File: config.mk
export PLATFORM = sky130hd
export DESIGN_NAME = dly_out_driver
export DESIGN_NICKNAME = d
export VERILOG_FILES = /design/src/rtl/dly_pkg.sv /design/src/rtl/dly_prescaler.sv /design/src/rtl/dly_edge_queue.sv /design/src/rtl/dly_out_driver.sv
export SDC_FILE = /design/constraint.sdc
export NUM_CORES = 1
export LEC_CHECK = 0
export CAP_MARGIN = 25
export CORE_MARGIN = 1
export CORE_UTILIZATION = 38
export CTS_BUF_LIST = sky130_fd_sc_hd__clkbuf_4
export DETAILED_ROUTE_END_ITERATION = 10
export DONT_BUFFER_PORTS = 1
export GPL_ROUTABILITY_DRIVEN = 1
export HOLD_SLACK_MARGIN = 0.06
export PLACE_DENSITY = 0.51
export SLEW_MARGIN = 20
export SYNTH_ARGS = -nofsm -noshare
export SYNTH_HDL_FRONTEND = slang
export SYNTH_HIERARCHICAL = 1
export SYNTH_SLANG_ARGS = --single-unit
File: constraint.sdc
create_clock -name clk -period 3.78 [get_ports clk]
set_input_delay 0.756 -clock clk [delete_from_list [all_inputs] [get_ports clk]]
set_output_delay 0.756 -clock clk [all_outputs]
set_load 0.03 [all_outputs]
File: src/rtl/dly_pkg.sv
package dly_pkg;

  typedef enum logic [1:0] {
    UNIT_1US   = 2'd0,
    UNIT_10US  = 2'd1,
    UNIT_100US = 2'd2,
    UNIT_1MS   = 2'd3
  } unit_e;

  typedef enum logic [1:0] {
    FLT_HOLD    = 2'd0,
    FLT_ON      = 2'd1,
    FLT_OFF     = 2'd2,
    FLT_OFF_ALT = 2'd3
  } flt_e;

  // Active output state for a delayed logic level under a polarity select.
  function automatic logic drive_level(input logic lvl, input logic inv);
    return lvl ^ inv;
  endfunction

  // Length of one unit in system clocks.
  function automatic int unsigned unit_len(input unit_e u, input int unsigned cpu);
    int unsigned n;
    n = cpu;
    for (int i = 0; i < 3; i++) if (i < int'(u)) n = n * 10;
    return n;
  endfunction

endpackage

File: src/rtl/dly_prescaler.sv
module dly_prescaler #(
  parameter int unsigned CLKS_PER_US = 200
)(
  input  logic       clk,
  input  logic       rst_n,
  output logic [3:0] tick_vec
);
  localparam int unsigned CW = $clog2(CLKS_PER_US + 1);
  localparam logic [CW-1:0] LAST = CW'(CLKS_PER_US - 1);

  logic [CW-1:0] base_q;

  always_ff @(posedge clk) begin
    if (!rst_n)              base_q <= '0;
    else if (base_q == LAST) base_q <= '0;
    else                     base_q <= base_q + CW'(1);
  end

  assign tick_vec[0] = (base_q == LAST);

  for (genvar g = 1; g < 4; g++) begin : g_decade
    logic [3:0] dec_q;
    always_ff @(posedge clk) begin
      if (!rst_n)                  dec_q <= '0;
      else if (tick_vec[g-1])      dec_q <= (dec_q == 4'd9) ? 4'd0 : dec_q + 4'd1;
    end
    assign tick_vec[g] = tick_vec[g-1] && (dec_q == 4'd9);

    AST_DECADE_RANGE: assert property (@(posedge clk) disable iff (!rst_n)
      dec_q <= 4'd9);
  end

  AST_TICK_SPACING: assert property (@(posedge clk) disable iff (!rst_n)
    tick_vec[0] |=> !tick_vec[0]);

endmodule

File: src/rtl/dly_edge_queue.sv
module dly_edge_queue #(
  parameter int unsigned DEPTH = 4,
  parameter int unsigned CNT_W = 16
)(
  input  logic             clk,
  input  logic             rst_n,
  input  logic             clr,
  input  logic             push,
  input  logic             push_lvl,
  input  logic [CNT_W-1:0] push_cnt,
  input  logic             tick,
  output logic             pop,
  output logic             pop_lvl,
  output logic             overflow
);
  localparam int unsigned PW = (DEPTH > 1) ? $clog2(DEPTH) : 1;
  localparam int unsigned NW = $clog2(DEPTH + 1);

  logic             lvl_q [DEPTH];
  logic [CNT_W-1:0] cnt_q [DEPTH];
  logic [PW-1:0]    rd_q, wr_q;
  logic [NW-1:0]    num_q;
  logic             full_w, accept_w, drop_w;

  assign pop      = (num_q != '0) && (cnt_q[rd_q] == '0);
  assign pop_lvl  = lvl_q[rd_q];
  assign full_w   = (num_q == NW'(DEPTH));
  assign accept_w = push && (!full_w || pop);
  assign drop_w   = push && full_w && !pop;

  always_ff @(posedge clk) begin
    if (!rst_n || clr) begin
      rd_q     <= '0;
      wr_q     <= '0;
      num_q    <= '0;
      overflow <= 1'b0;
      for (int i = 0; i < DEPTH; i++) begin
        lvl_q[i] <= 1'b0;
        cnt_q[i] <= '0;
      end
    end else begin
      for (int i = 0; i < DEPTH; i++)
        if (tick && cnt_q[i] != '0) cnt_q[i] <= cnt_q[i] - CNT_W'(1);
      if (accept_w) begin
        cnt_q[wr_q] <= push_cnt;
        lvl_q[wr_q] <= push_lvl;
        wr_q        <= wr_q + PW'(1);
      end
      if (pop) rd_q <= rd_q + PW'(1);
      if (accept_w && !pop)      num_q <= num_q + NW'(1);
      else if (!accept_w && pop) num_q <= num_q - NW'(1);
      if (drop_w) overflow <= 1'b1;
    end
  end

  AST_QUEUE_BOUND: assert property (@(posedge clk) disable iff (!rst_n)
    num_q <= NW'(DEPTH));
  AST_OVF_STICKY: assert property (@(posedge clk) disable iff (!rst_n)
    overflow && !clr |=> overflow);
  AST_CLR_EMPTIES: assert property (@(posedge clk) disable iff (!rst_n)
    clr |=> !pop && !overflow);

endmodule

File: src/rtl/dly_out_driver.sv
module dly_out_driver import dly_pkg::*; #(
  parameter int unsigned CLKS_PER_US = 200,
  parameter int unsigned DEPTH       = 4,
  parameter int unsigned STEP_W      = 16,
  parameter bit          DIFF        = 1'b1
)(
  input  logic              clk,
  input  logic              rst_n,
  input  logic              en,
  input  logic              din,
  input  logic [1:0]        unit_sel,
  input  logic [STEP_W-1:0] step_cnt,
  input  logic              invert,
  input  logic              fault,
  input  logic [1:0]        fault_mode,
  output logic              out_se,
  output logic              out_p,
  output logic              out_n,
  output logic              overflow
);
  logic [3:0]        tick_vec;
  logic [1:0]        cfg_unit;
  logic [STEP_W-1:0] cfg_steps;
  logic              cfg_inv;
  logic [1:0]        cfg_fmode;
  logic              din_q, din_qq, lvl_q, p_q;
  logic              zero_steps, edge_w, push_w, pop_w, pop_lvl, unit_tick, act_w;

  dly_prescaler #(.CLKS_PER_US(CLKS_PER_US)) u_presc (
    .clk(clk), .rst_n(rst_n), .tick_vec(tick_vec)
  );

  always_ff @(posedge clk) begin
    if (!rst_n) begin
      cfg_unit  <= '0;
      cfg_steps <= '0;
      cfg_inv   <= 1'b0;
      cfg_fmode <= '0;
    end else if (!en) begin
      cfg_unit  <= unit_sel;
      cfg_steps <= step_cnt;
      cfg_inv   <= invert;
      cfg_fmode <= fault_mode;
    end
  end

  assign zero_steps = (cfg_steps == '0);
  assign edge_w     = en && (din_q != din_qq);
  assign push_w     = edge_w && !zero_steps;
  assign unit_tick  = tick_vec[cfg_unit];

  dly_edge_queue #(.DEPTH(DEPTH), .CNT_W(STEP_W)) u_queue (
    .clk(clk), .rst_n(rst_n), .clr(!en),
    .push(push_w), .push_lvl(din_q), .push_cnt(cfg_steps),
    .tick(unit_tick), .pop(pop_w), .pop_lvl(pop_lvl), .overflow(overflow)
  );

  always_ff @(posedge clk) begin
    if (!rst_n) begin
      din_q  <= 1'b0;
      din_qq <= 1'b0;
      lvl_q  <= 1'b0;
    end else begin
      din_q  <= din;
      din_qq <= en ? din_q : 1'b0;
      if (!en)            lvl_q <= 1'b0;
      else if (zero_steps) lvl_q <= din_q;
      else if (pop_w)     lvl_q <= pop_lvl;
    end
  end

  always_comb begin
    if (!en) act_w = 1'b0;
    else if (fault) begin
      case (flt_e'(cfg_fmode))
        FLT_HOLD: act_w = p_q;
        FLT_ON:   act_w = 1'b1;
        default:  act_w = 1'b0;
      endcase
    end else act_w = drive_level(lvl_q, cfg_inv);
  end

  always_ff @(posedge clk) begin
    if (!rst_n) p_q <= 1'b0;
    else        p_q <= act_w;
  end

  assign out_se = p_q;
  assign out_p  = p_q;

  if (DIFF) begin : g_diff
    logic n_q;
    always_ff @(posedge clk) begin
      if (!rst_n) n_q <= 1'b1;
      else        n_q <= ~act_w;
    end
    assign out_n = n_q;

    AST_LEGS_DIFFER: assert property (@(posedge clk) disable iff (!rst_n)
      out_p != out_n);
  end else begin : g_single
    assign out_n = 1'b0;
  end

  AST_DISABLE_OFF: assert property (@(posedge clk) disable iff (!rst_n)
    !en |=> !out_se);
  AST_CFG_FROZEN: assert property (@(posedge clk) disable iff (!rst_n)
    en && $past(en) |-> $stable(cfg_steps) && $stable(cfg_inv));
  AST_FAULT_ON: assert property (@(posedge clk) disable iff (!rst_n)
    en && fault && cfg_fmode == 2'd1 |=> out_p);
  AST_FAULT_HOLD: assert property (@(posedge clk) disable iff (!rst_n)
    en && fault && cfg_fmode == 2'd0 |=> $stable(out_p));

endmodule

Word level (Yosys, flattened, before mapping)
Memories as Yosys holds them, arrays and structs flattened. A register that Yosys moved wholly into a read port is not among the register bits.
Cells that the tools add are included.
{ "word_totals": {"elab_cells": 122, "reg_bits": 54, "memories": 2, "mem_bits_rw": 68, "input_bits": 26, "out_inout_bits": 4} }
{ "mem_list": {"columns": ["name", "depth", "word_bits", "rd", "rd_clocked_by_memory_dff", "wr", "line_no", "rtl"], "rows": [
  ["u_queue.cnt_q", 4, 16, 5, 1, 5, "dly_edge_queue.sv:20", "logic [CNT_W-1:0] cnt_q [DEPTH];"],
  ["u_queue.lvl_q", 4, 1, 1, 1, 4, "dly_edge_queue.sv:19", "logic lvl_q [DEPTH];"]
]} }
{ "op_classes": {"n_reduce_logical": 36, "n_mux": 40, "n_addsub": 12, "magnitude_cmp": 1, "n_eq_ne": 7, "bitwise": 7} }
{ "ops": {"columns": ["op", "n"], "rows": [
  ["two-way mux 16 bit", 4],
  ["nonzero test 16 bit", 4],
  ["subtractor 16 x 1 -> 16 bit (second input constant)", 4],
  ["zero test 16 bit", 2],
  ["two-way mux 1 bit", 24],
  ["logical AND 1 bit", 15],
  ["adder 4 x 1 -> 4 bit (second input constant)", 3],
  ["== test 4 bit (second input constant)", 3],
  ["two-way mux 4 bit", 3],
  ["two-way mux 2 bit", 5],
  ["adder 8 x 1 -> 8 bit (second input constant)", 1],
  ["== test 8 bit (second input constant)", 1],
  ["zero test 1 bit", 6],
  ["two-way mux 3 bit", 2],
  ["adder 2 x 1 -> 2 bit (second input constant)", 2],
  ["bitwise OR 1 bit", 4],
  ["nonzero test 2 bit", 2],
  ["adder 3 x 1 -> 3 bit (second input constant)", 1],
  ["== test 3 bit (second input constant)", 1],
  ["less-than comparator 2 x 3 -> 1 bit (second input constant)", 1],
  ["nonzero test 3 bit", 1],
  ["subtractor 3 x 1 -> 3 bit (second input constant)", 1],
  ["binary-select mux 1 bit (select 2 bit)", 1],
  ["== test 2 x 1 -> 1 bit (second input constant)", 1],
  ["other kinds (9)", 11]
]} }

Longest topological paths before layout
Gate-level depths: netlist of run 1.
{ "logic_depth": {"word_depth": 11, "ltp_mapped": 14, "depth_no_buf": 12} }

Modules after synthesis
The synthesis of run 1 kept the hierarchy.
{ "modules_own_cells": {"columns": ["module", "area_per_inst_um2", "cells_each", "n_inst", "seq_area_each_um2"], "rows": [
  ["dly_edge_queue", 5190.0, 470, 1, 2242.2],
  ["dly_out_driver", 1074.8, 95, 1, 520.5],
  ["dly_prescaler", 967.2, 106, 1, 400.4]
]} }

Worst setup path before layout of run 1
No wires, ideal clock.
{ "synth_path": {"kind": "reg-to-reg", "startpoint": "memory u_queue.cnt_q[2][8]", "endpoint": "memory u_queue.cnt_q[1][0], enable pin", "path_stages_with_launch": 7, "period_less_slack_ns": 3.665, "t_required_ns": 3.369, "setup_slack_ns": 0.115, "setup_time_ns": 0.411, "arrival_time_ns": 3.254, "path_buffers": 0, "cell_sequence": "edfxtp_1 > or4_4 > nand2b_4 > or4_4 > nand4_4 > nand2_1 > o21ai_0"} }
{ "synth_rtl": {"columns": ["element", "line_no"], "rows": [
  ["from (decl)", "dly_edge_queue.sv:20"]
]} }

==> results.md, run 1 <==
- The maximum clock path buffer count is 2.
- At the later pin of the worst-skew pair, clock insertion delay measures ~550 ps.
- The synthesized flop and latch total is 124.
- The critical path contains buffers and inverters numbering 2 combined.
- Clock-pin slew was measured on the worst setup and hold paths at 120 ps.
- The reg-to-reg critical path endpoint is u_queue/num_q[2]$_SDFFE_PP0P_.
- The floorplan die width is approximately 140 um.
- After detailed routing, the number of remaining DRC violations is 0.
- Of all nets on the critical path, the largest fanout is 7.
- During synthesis, Yosys emitted a total of 6 warnings.
- The first routing iteration left ~330 violations.
- Dividing the detail-routed wire length by the instance count gives 17.80 um.
- On the critical path, the stage with the largest delay is an instance of or4_4.
- Buffers added to address setup during post-CTS repair amount to 0.
- The cell taking the most area after synthesis is edfxtp_1.
- IR analysis of the VDD net gives a maximum drop of approximately 160 uV.
- The overall power of the completed layout is approximately 2.8 mW.
- The core area is 18710 sq um.
- The first global-routing pass estimated between 20 and 30 mm of wire.
- The initial antenna violation count was 3.
- At the pin with the least slew margin, the transition time is between 600 and 700 ps.
- After layout, the worst path uses between 90% and 100% of the clock period.
- The clock period minus final worst setup slack is roughly 3500 ps.
- The final global-route overflow total is 0.
- The net switching power is 754.0 uW.
- The worst-case setup margin in the final layout is about 280 ps.
- Net switching is between 20% and 30% of the power.
- The initialized floorplan defines 50 standard-cell rows.
- The termination of the worst setup path is u_queue/num_q[2]$_SDFFE_PP0P_.
- The type of destination of the critical path is a register.
- The worst pin sits at a relative slew slack of between 50 and 60%.
- In this run, post-CTS hold repair placed 0 buffers.
- The worst-case hold slack is roughly 320 ps.
- The cell sitting at the root of the clock tree is a clkbuf_4.
- Among all flip-flop cells after synthesis, the most frequent one is edfxtp_1.
- The total power divided by cell area is 358.2 nW/um^2.
- After synthesis, flip-flops and latches occupy between 40% and 50% of the total area.
- The final setup violation count is 0.
- The HPWL after detailed placement is 11.26 mm.
- TritonCTS built the clock tree.
- Once detail routing completed, the nets flagged for antenna violations numbered 0.
- The run finished with clean final reports.
- The detailed-route vias per instance is between 5 and 6.
- Cell internal power was estimated by the tool at 2.046 mW.
- The I/O pin total is 30.
- Relative to the synthesized area, the layout overhead comes to 8.080%.
- The via count of the first global-routing pass is roughly 4800.
- The routed design has around 17 mm of wire.
- The global placer's final weighted congestion is between 0.7 and 0.8.
- The critical path goes through or4_4, nand2b_4, or4_4, nand4_4, nand3_1, inv_1, ha_1, inv_1, fa_1, xor2_1, or3_1, a21oi_1.
- The number of hold violations in the final report is 0.
- The largest single stage delay on the critical path is 580 ps.
- The clock network is responsible for between 30 and 40% of the overall power.
- In this run the worst setup path begins at u_queue/cnt_q[2][8]$_DFFE_PP_.
- The CTS buffer count is 17.
- The final max-slew violation count was 0.
- Global routing used between 10% and 20% of the available tracks across all layers.
- Summing all non-filler instances in the final layout gives an area of 7816 sq um.
- The worst setup path is of the reg -> reg kind.
- Sequential cells burn approximately 55% of the power.
- By area the synthesized netlist is led by edfxtp_1, dfxtp_1, mux2_4.
- The net count after synthesis is a little over 700.
- Measured in cells, the most critical reg-to-reg path has a length of 12.
- The mean instance size in the synthesized netlist is ~11 sq um.
- The highest attainable clock frequency is roughly 290 MHz.
- Yosys mapped a number of flops with a built-in enable equal to 68.
- Measured along the y axis, the die boundary spans roughly 140 um.
- The post-synthesis instance area is ~7200 sq um.
- The cell class contributing the biggest share of worst-path delay is simple AND/OR/NAND/NOR gates.
- The critical path crosses 12 cells after its start point.
- The number of nets in the layout is between 700 and 800.
- The fraction of synthesized cell area taken by the top area cell type is between 20% and 30%.
- The startpoint kind of the worst setup timing path is a register.
- The total cell area at the placement stage is about 7500 sq um.
- The via count is 4886.
- The overall die area is between 15000 and 20000 sq um.
- At the worst endpoint, the required time is approximately 4300 ps.
- Data arrives at the worst endpoint at 3980 ps.
- After technology mapping, the gate count stands at roughly 670.
- After synthesis, the share of flip-flops with an asynchronous set or reset is 0%.
- The clock tree synthesis step divided the H-tree into 4 levels.
- The unique cell type count in the Yosys netlist is 61.
- The largest net degree at the start of global routing is 36.
- The count of maximum capacitance violations is 0.
- The share of total power in combinational logic is a little under a tenth.
- The setup check on the worst reg-to-reg path leaves a slack of between 200 and 300 ps.
- The count of buffers added on input and output ports is 0.
- The initial standard-cell utilization of the core is 38.66%.
- The worst clock skew is 14.93 ps.
- The clock drives 124 sinks.
- The worst hold path belongs to the class in -> reg.
- The count of TritonRoute iterations in the first routing pass is 5.
- The worst register-to-register path begins at u_queue/cnt_q[2][8]$_DFFE_PP_.
- The layout cell share with drive strength beyond 1 is roughly 19%.
- The worst setup slack after placement is 286.6 ps.
- Setup repair after global routing left no endpoint under its margin.
- Summed over all cells, the static leakage comes to about 3 nW.
- In the final timing run, aggregate negative setup slack is 0 ps.
- Once the clock tree was built, the resizer swapped 0 gates to a different size.
layout make-up:
class,count,area [sq um]
clock buffer,17,127.6
sequential,124,3163
fill,1785,10890
tap,234,292.8
multi-input combinational,504,3872
timing repair buffer,15,116.4
antenna,1,2.502
inverter,19,71.32
clock inverter,15,170.2
per-layer routing:
metal	wire (um)	vias up	global-route usage (%)	share of wire (%)
li1	-	2424	-	-
met1	8444	2358	25.20	51
met2	7308	86	27.05	44
met3	581	16	4.410	3.5
met4	188	2	5.205	1.1
met5	13	-	0	0.079
power by group through the flow:
stage	registers, mW	logic, mW	clock network [mW]
after floorplan	1.54	0.206	0
after CTS	1.54	0.259	1.04
after global placement	1.57	0.255	0
after global routing	1.55	0.288	1.10
final	1.54	0.258	1.00
after detailed placement	1.57	0.257	0
cells in the mapped netlist (5+ instances only):
master and number:
a21oi_1 16, nor4_1 9, nor3_1 13, mux2_2 25
nand4b_1 5, and3_1 8, or3_1 10, mux2i_1 29
or4_1 12, xor2_1 23, nand3_1 13, nor2_1 105
inv_1 19, edfxtp_1 68, nand2_1 31, nor3b_1 10
o21ai_0 11, o31ai_1 6, nand4_1 5, nand2b_1 7
nor2b_1 28, mux2_4 40, xnor2_1 40, ha_1 14
dfxtp_1 56, clkbuf_1 15
how the worst min path moves through the flow:
stage,startpoint,end,depth (start not counted)
finish,rst_n,cfg_steps[5]$_SDFFE_PN0N_,1
global route,rst_n,cfg_steps[5]$_SDFFE_PN0N_,1
CTS,rst_n,cfg_steps[3]$_SDFFE_PN0N_,1
detailed placement,u_presc/base_q[0]$_SDFF_PP0_,u_presc/base_q[0]$_SDFF_PP0_,1
global placement,u_presc/base_q[0]$_SDFF_PP0_,u_presc/base_q[0]$_SDFF_PP0_,1
floorplan,u_presc/base_q[0]$_SDFF_PP0_,u_presc/base_q[0]$_SDFF_PP0_,1
cell families (layout without fill, tap and decap cells):
kind of cell,count (synthesis),in the layout,synth area share (%)
compound gates,44,44,3.702
xor+xnor,63,63,7.630
fa+ha+maj,15,15,2.699
buf+inv,43,66,2.820
flops,124,124,43.74
mux,97,97,16.99
other cells,0,1,0
simple gates,285,285,22.42
cell usage in the layout (no fill, tap or decap), drive strengths merged, types with 8 or more instances in the layout:
cell and instances:
nor3b 10, ha 14, or3 10, mux2 66
xor2 23, xnor2 40, dfxtp 56, or4 14
nor2b 28, nor4 13, nor3 13, nand2b 8
nand2 31, buf 15, and3 9, nand3 18
inv 23, a21oi 17, o21ai 11, edfxtp 68
mux2i 29, nor2 105, clkbuf 17
flip-flops by register name, summed over array words and instances, names as in the netlist, 2 cells and up, named ones only:
name / count
u_queue/rd_q: 2
u_queue/lvl_q: 4
cfg_fmode: 2
cfg_unit: 2
u_queue/num_q: 3
u_presc/g_decade.dec_q: 12
u_presc/base_q: 8
u_queue/wr_q: 2
u_queue/cnt_q: 64
cfg_steps: 16
through the flow:
stage                     cells  util [%]
after floorplan             671         -
after global placement      895     40.12
after detailed placement    896     40.18
after CTS                   928     41.77
after global routing        929     41.79
final                       929     41.79
No activity file was read; power rests on OpenSTA's default activity.
==> inputs of run 2 (changes only) <==
--- a/config.mk
+++ b/config.mk
@@ -14,8 +14,8 @@
 export GPL_ROUTABILITY_DRIVEN = 1
 export HOLD_SLACK_MARGIN = 0.06
 export PLACE_DENSITY = 0.51
+export SKIP_CTS_REPAIR_TIMING = 1
 export SLEW_MARGIN = 20
 export SYNTH_ARGS = -nofsm -noshare
 export SYNTH_HDL_FRONTEND = slang
-export SYNTH_HIERARCHICAL = 1
 export SYNTH_SLANG_ARGS = --single-unit
==> results.md, run 2 <==
- The flow ran to the end, and the final reports show no timing, DRC or antenna violations.
- The final max-slew violation count is 0 (unchanged).
- The count of maximum capacitance violations came to 0 (unchanged).
- The iteration-0 DRC count of the detailed router came to 318 (-3.0%).
- The share of async-settable or async-resettable flops after synthesis is 0% (unchanged).
- The largest driver fanout on the critical path is 9 (+2).
- The layout cell share with drive strength beyond 1 came to 18.74% (-0.71 points).
- The summed negative setup slack over all endpoints is 0 ps (unchanged).
- Among all stages on the critical path, the largest delay is contributed by or4_1.
- The detailed-route vias per instance is 5.277 (+0.34%).
- The cell with the most instances after synthesis is nor2_1.
- The initial antenna violation count is 2 (-1).
- The met1 usage is 25.64% (+0.44 points).
- The global-route wire length before repair was 27.33 mm (+2.9%).
- The total cell area at the placement stage is 7480 sq um (-0.48%).
- The via count is 4908 (+0.45%).
- The global placer's final weighted congestion is 0.8125 (+4.8%).
- The I/O pin total is 30 (unchanged).
- The clock root buffer is clkbuf_4.
- In this run the worst hold path is classified as in -> reg.
- The via count of the first global-routing pass came to 4996 (+3.7%).
- The count of synthesis-stage warnings from yosys is 0 (-6).
- The remaining routing DRC violations was 0 (unchanged).
- The worst clock skew is 13.99 ps (-0.9415 ps).
- The floorplan die width came to 138.9 um (-0.79%).
- The overall power of the completed layout is 2.644 mW (-5.6%).
- In this run the critical register-to-register path is launched from u_queue.cnt_q[3][4]$_DFFE_PP_.
- The fraction of the core area covered by cells at the end of the flow was 42.54% (+0.75 points).
- The static leakage is 2.958 nW (-3.1%).
- The number of nets in the layout is 728 (+0.83%).
- By area the synthesized netlist is led by edfxtp_1, dfxtp_1, mux2_4.
- The CTS buffer count is 17 (unchanged).
- Sorting the synthesized cells by how often they occur yields nor2_1, edfxtp_1, dfxtp_1.
- The share of synthesized area occupied by flip-flops and latches is 44.44% (+0.71 points).
- The worst vdd rail ir drop is 198.7 uV (+21%).
- The number of port buffers is 0 (unchanged).
- The number of hold violations in the final report is 0 (unchanged).
- The clock-pin transition on the worst setup and hold timing paths is 120 ps (about the same).
- Tracing the worst setup path back leads to its startpoint at u_queue.cnt_q[3][4]$_DFFE_PP_.
- The mean instance size in the synthesized netlist is 10.75 sq um (-0.25%).
- The core area is 18150 sq um (-3.0%).
- The post-synthesis instance area was 7117 sq um (-1.6%).
- The net count after synthesis is 703 (-1.3%).
- The most crowded layer after global routing is met2.
- The data required time at the worst endpoint is 4240 ps (-20 ps).
- The overall die area was 19280 sq um (-1.6%).
- The initial standard-cell utilization of the core is 39.22% (+0.55 points).
- The depth of the CTS H-tree came to 4 (unchanged).
- Setup repair after global routing left no endpoint under its margin.
- The startpoint kind of the worst setup timing path is a register.
- The total power divided by cell area is 342.5 nW/um^2 (-4.4%).
- The count of TritonRoute iterations in the first routing pass is 5 (unchanged).
- The largest registers in the layout are u_queue.cnt_q: 64 flops, cfg_steps: 16 flops, u_presc.g_decade.dec_q: 12 flops.
- The relative slew slack is 46.32% (-6.8 points).
- The final critical-path share of the clock period is 94.11% (+1.5 points).
- The flip-flop count of the largest register, all copies and words added is 64 (unchanged).
- In this run the most critical hold path is launched from rst_n.
- The data arrival time of the critical path is 4010 ps (+30 ps).
- The library cells used most frequently in the layout, excluding fill and tap cells, are nor2_1, edfxtp_1, dfxtp_1.
- The die boundary height is 138.9 um (-0.79%).
- The insertion delay to the later sink of the worst-skew pair is 520 ps (-30 ps).
- The largest incremental delay on the critical path is 680 ps (+100 ps).
- Among all flip-flop cells after synthesis, the most frequent one is edfxtp_1.
- The register containing the most flip-flops in the final layout is u_queue.cnt_q.
- The placed wire-length estimate is 11.81 mm (+4.9%).
- The number of flops mapped to enable cells by yosys was 68 (unchanged).
- The cell class contributing the biggest share of worst-path delay is simple AND/OR/NAND/NOR gates.
- The fraction of synthesized cell area taken by the top area cell type came to 28.69% (+0.46 points).
- The total number of clock tree sinks is 124 (unchanged).
- The final setup violation count is 0 (unchanged).
- The largest net degree at the start of global routing is 41 (+14%).
- The number of routed nets with antenna violations is 0 (unchanged).
- The worst-case hold slack is 349.9 ps (+26.47 ps).
- The final global-route overflow total is 0 (unchanged).
- The number of rows in the core area came to 49 (-2.0%).
- The synthesized flop and latch total was 124 (unchanged).
- The summed area of non-filler cells in the final layout was 7720 sq um (-1.2%).
- The met3 track demand over resource in global routing was 4.489% (+0.079 points).
- The highest attainable clock frequency was 281.1 MHz (-1.6%).
- The global-route track usage on met2 is 29.48% (+2.4 points).
- The commonest non-fill, non-tap cell in the layout is nor2_1.
- The worst setup path is of the reg -> reg kind.
- The total global-route track usage is 18.67% (+0.78 points).
- The clock period minus final worst setup slack is 3557 ps (+58.53 ps).
- The critical path goes through or4_1, nor3_2, nand3_1, a32oi_2, o21ai_2, clkinv_1, ha_1, inv_1, fa_1, xor2_1, or3_1, a21oi_1.
- The unique cell type count in the Yosys netlist is 59 (-3.3%).
- From synthesis to final layout, the design area changed by 8.474%.
- The slew at the pin closest to its max-slew limit came to 800.3 ps (+107.2 ps).
- The cell taking the most area after synthesis is edfxtp_1.
- The maximum clock path buffer count was 2 (unchanged).
- The synthesized instance count is 662 (-1.3%).
- TritonCTS built the clock tree.
- The buffering stage count on the worst path with inverters included is 2 (unchanged).
- The worst setup path is captured at a register.
- The sum of routed wire length over all layers was 16.91 mm (+2.3%).
- The detail-routed net length per standard cell was 18.18 um (+2.2%).
-- run 2: path summary, 6_finish.rpt --
kind              slack (ps)  cells after the start                             to
hold reg to reg          450                      1   u_presc.base_q[0]$_SDFF_PP0_
setup reg to reg         220                     12  u_queue.num_q[2]$_SDFFE_PN0P_
hold / removal           350                      1               din_q$_SDFF_PN0_
setup / recovery         220                     12  u_queue.num_q[2]$_SDFFE_PN0P_
-- run 2: stage by stage --
stage	setup slack, ps	std cells
final	222.7	930
after global routing	15.79	929
after CTS	219.1	928
after detailed placement	265.0	897
after global placement	360.3	897
after floorplan	411.6	662
-- run 2: layout make-up --
class | count | area [sq um]
fillers | 1762 | 10430
multi-input cells | 495 | 3722
flip-flops and latches | 124 | 3163
well taps | 229 | 286.5
repair buffers | 33 | 247.7
clock buffers | 18 | 135.1
clock inverters | 13 | 100.1
inverters | 16 | 60.06
diodes | 2 | 5.005
-- run 2: report_power, final --
group / internal (mW) / switching [mW] / leakage, nW
Combinational: 0.122 / 0.158 / 1.60
Clock: 0.323 / 0.514 / 0.142
Sequential: 1.47 / 0.0556 / 1.22
-- run 2: layer usage --
| metal | vias up | part of all wire (%) |
|---|---|---|
| li1 | 2427 | - |
| met1 | 2382 | 49 |
| met2 | 90 | 46 |
| met3 | 9 | 4.0 |
| met4 | 0 | 0.85 |
| met5 | - | 0 |
-- run 2: cell families (layout without fill, tap and decap cells) --
group,count (synthesis),count (layout),synth area share [%]
DFF,124,124,44.44
and+or+nand+nor,270,270,20.06
xor gates and xnor gates,65,65,7.999
other,0,2,0
buffers and inverters,43,80,3.252
muxes,89,89,15.38
AOI/OAI and AO/OA,56,56,6.118
adders and majority gates,15,15,2.743
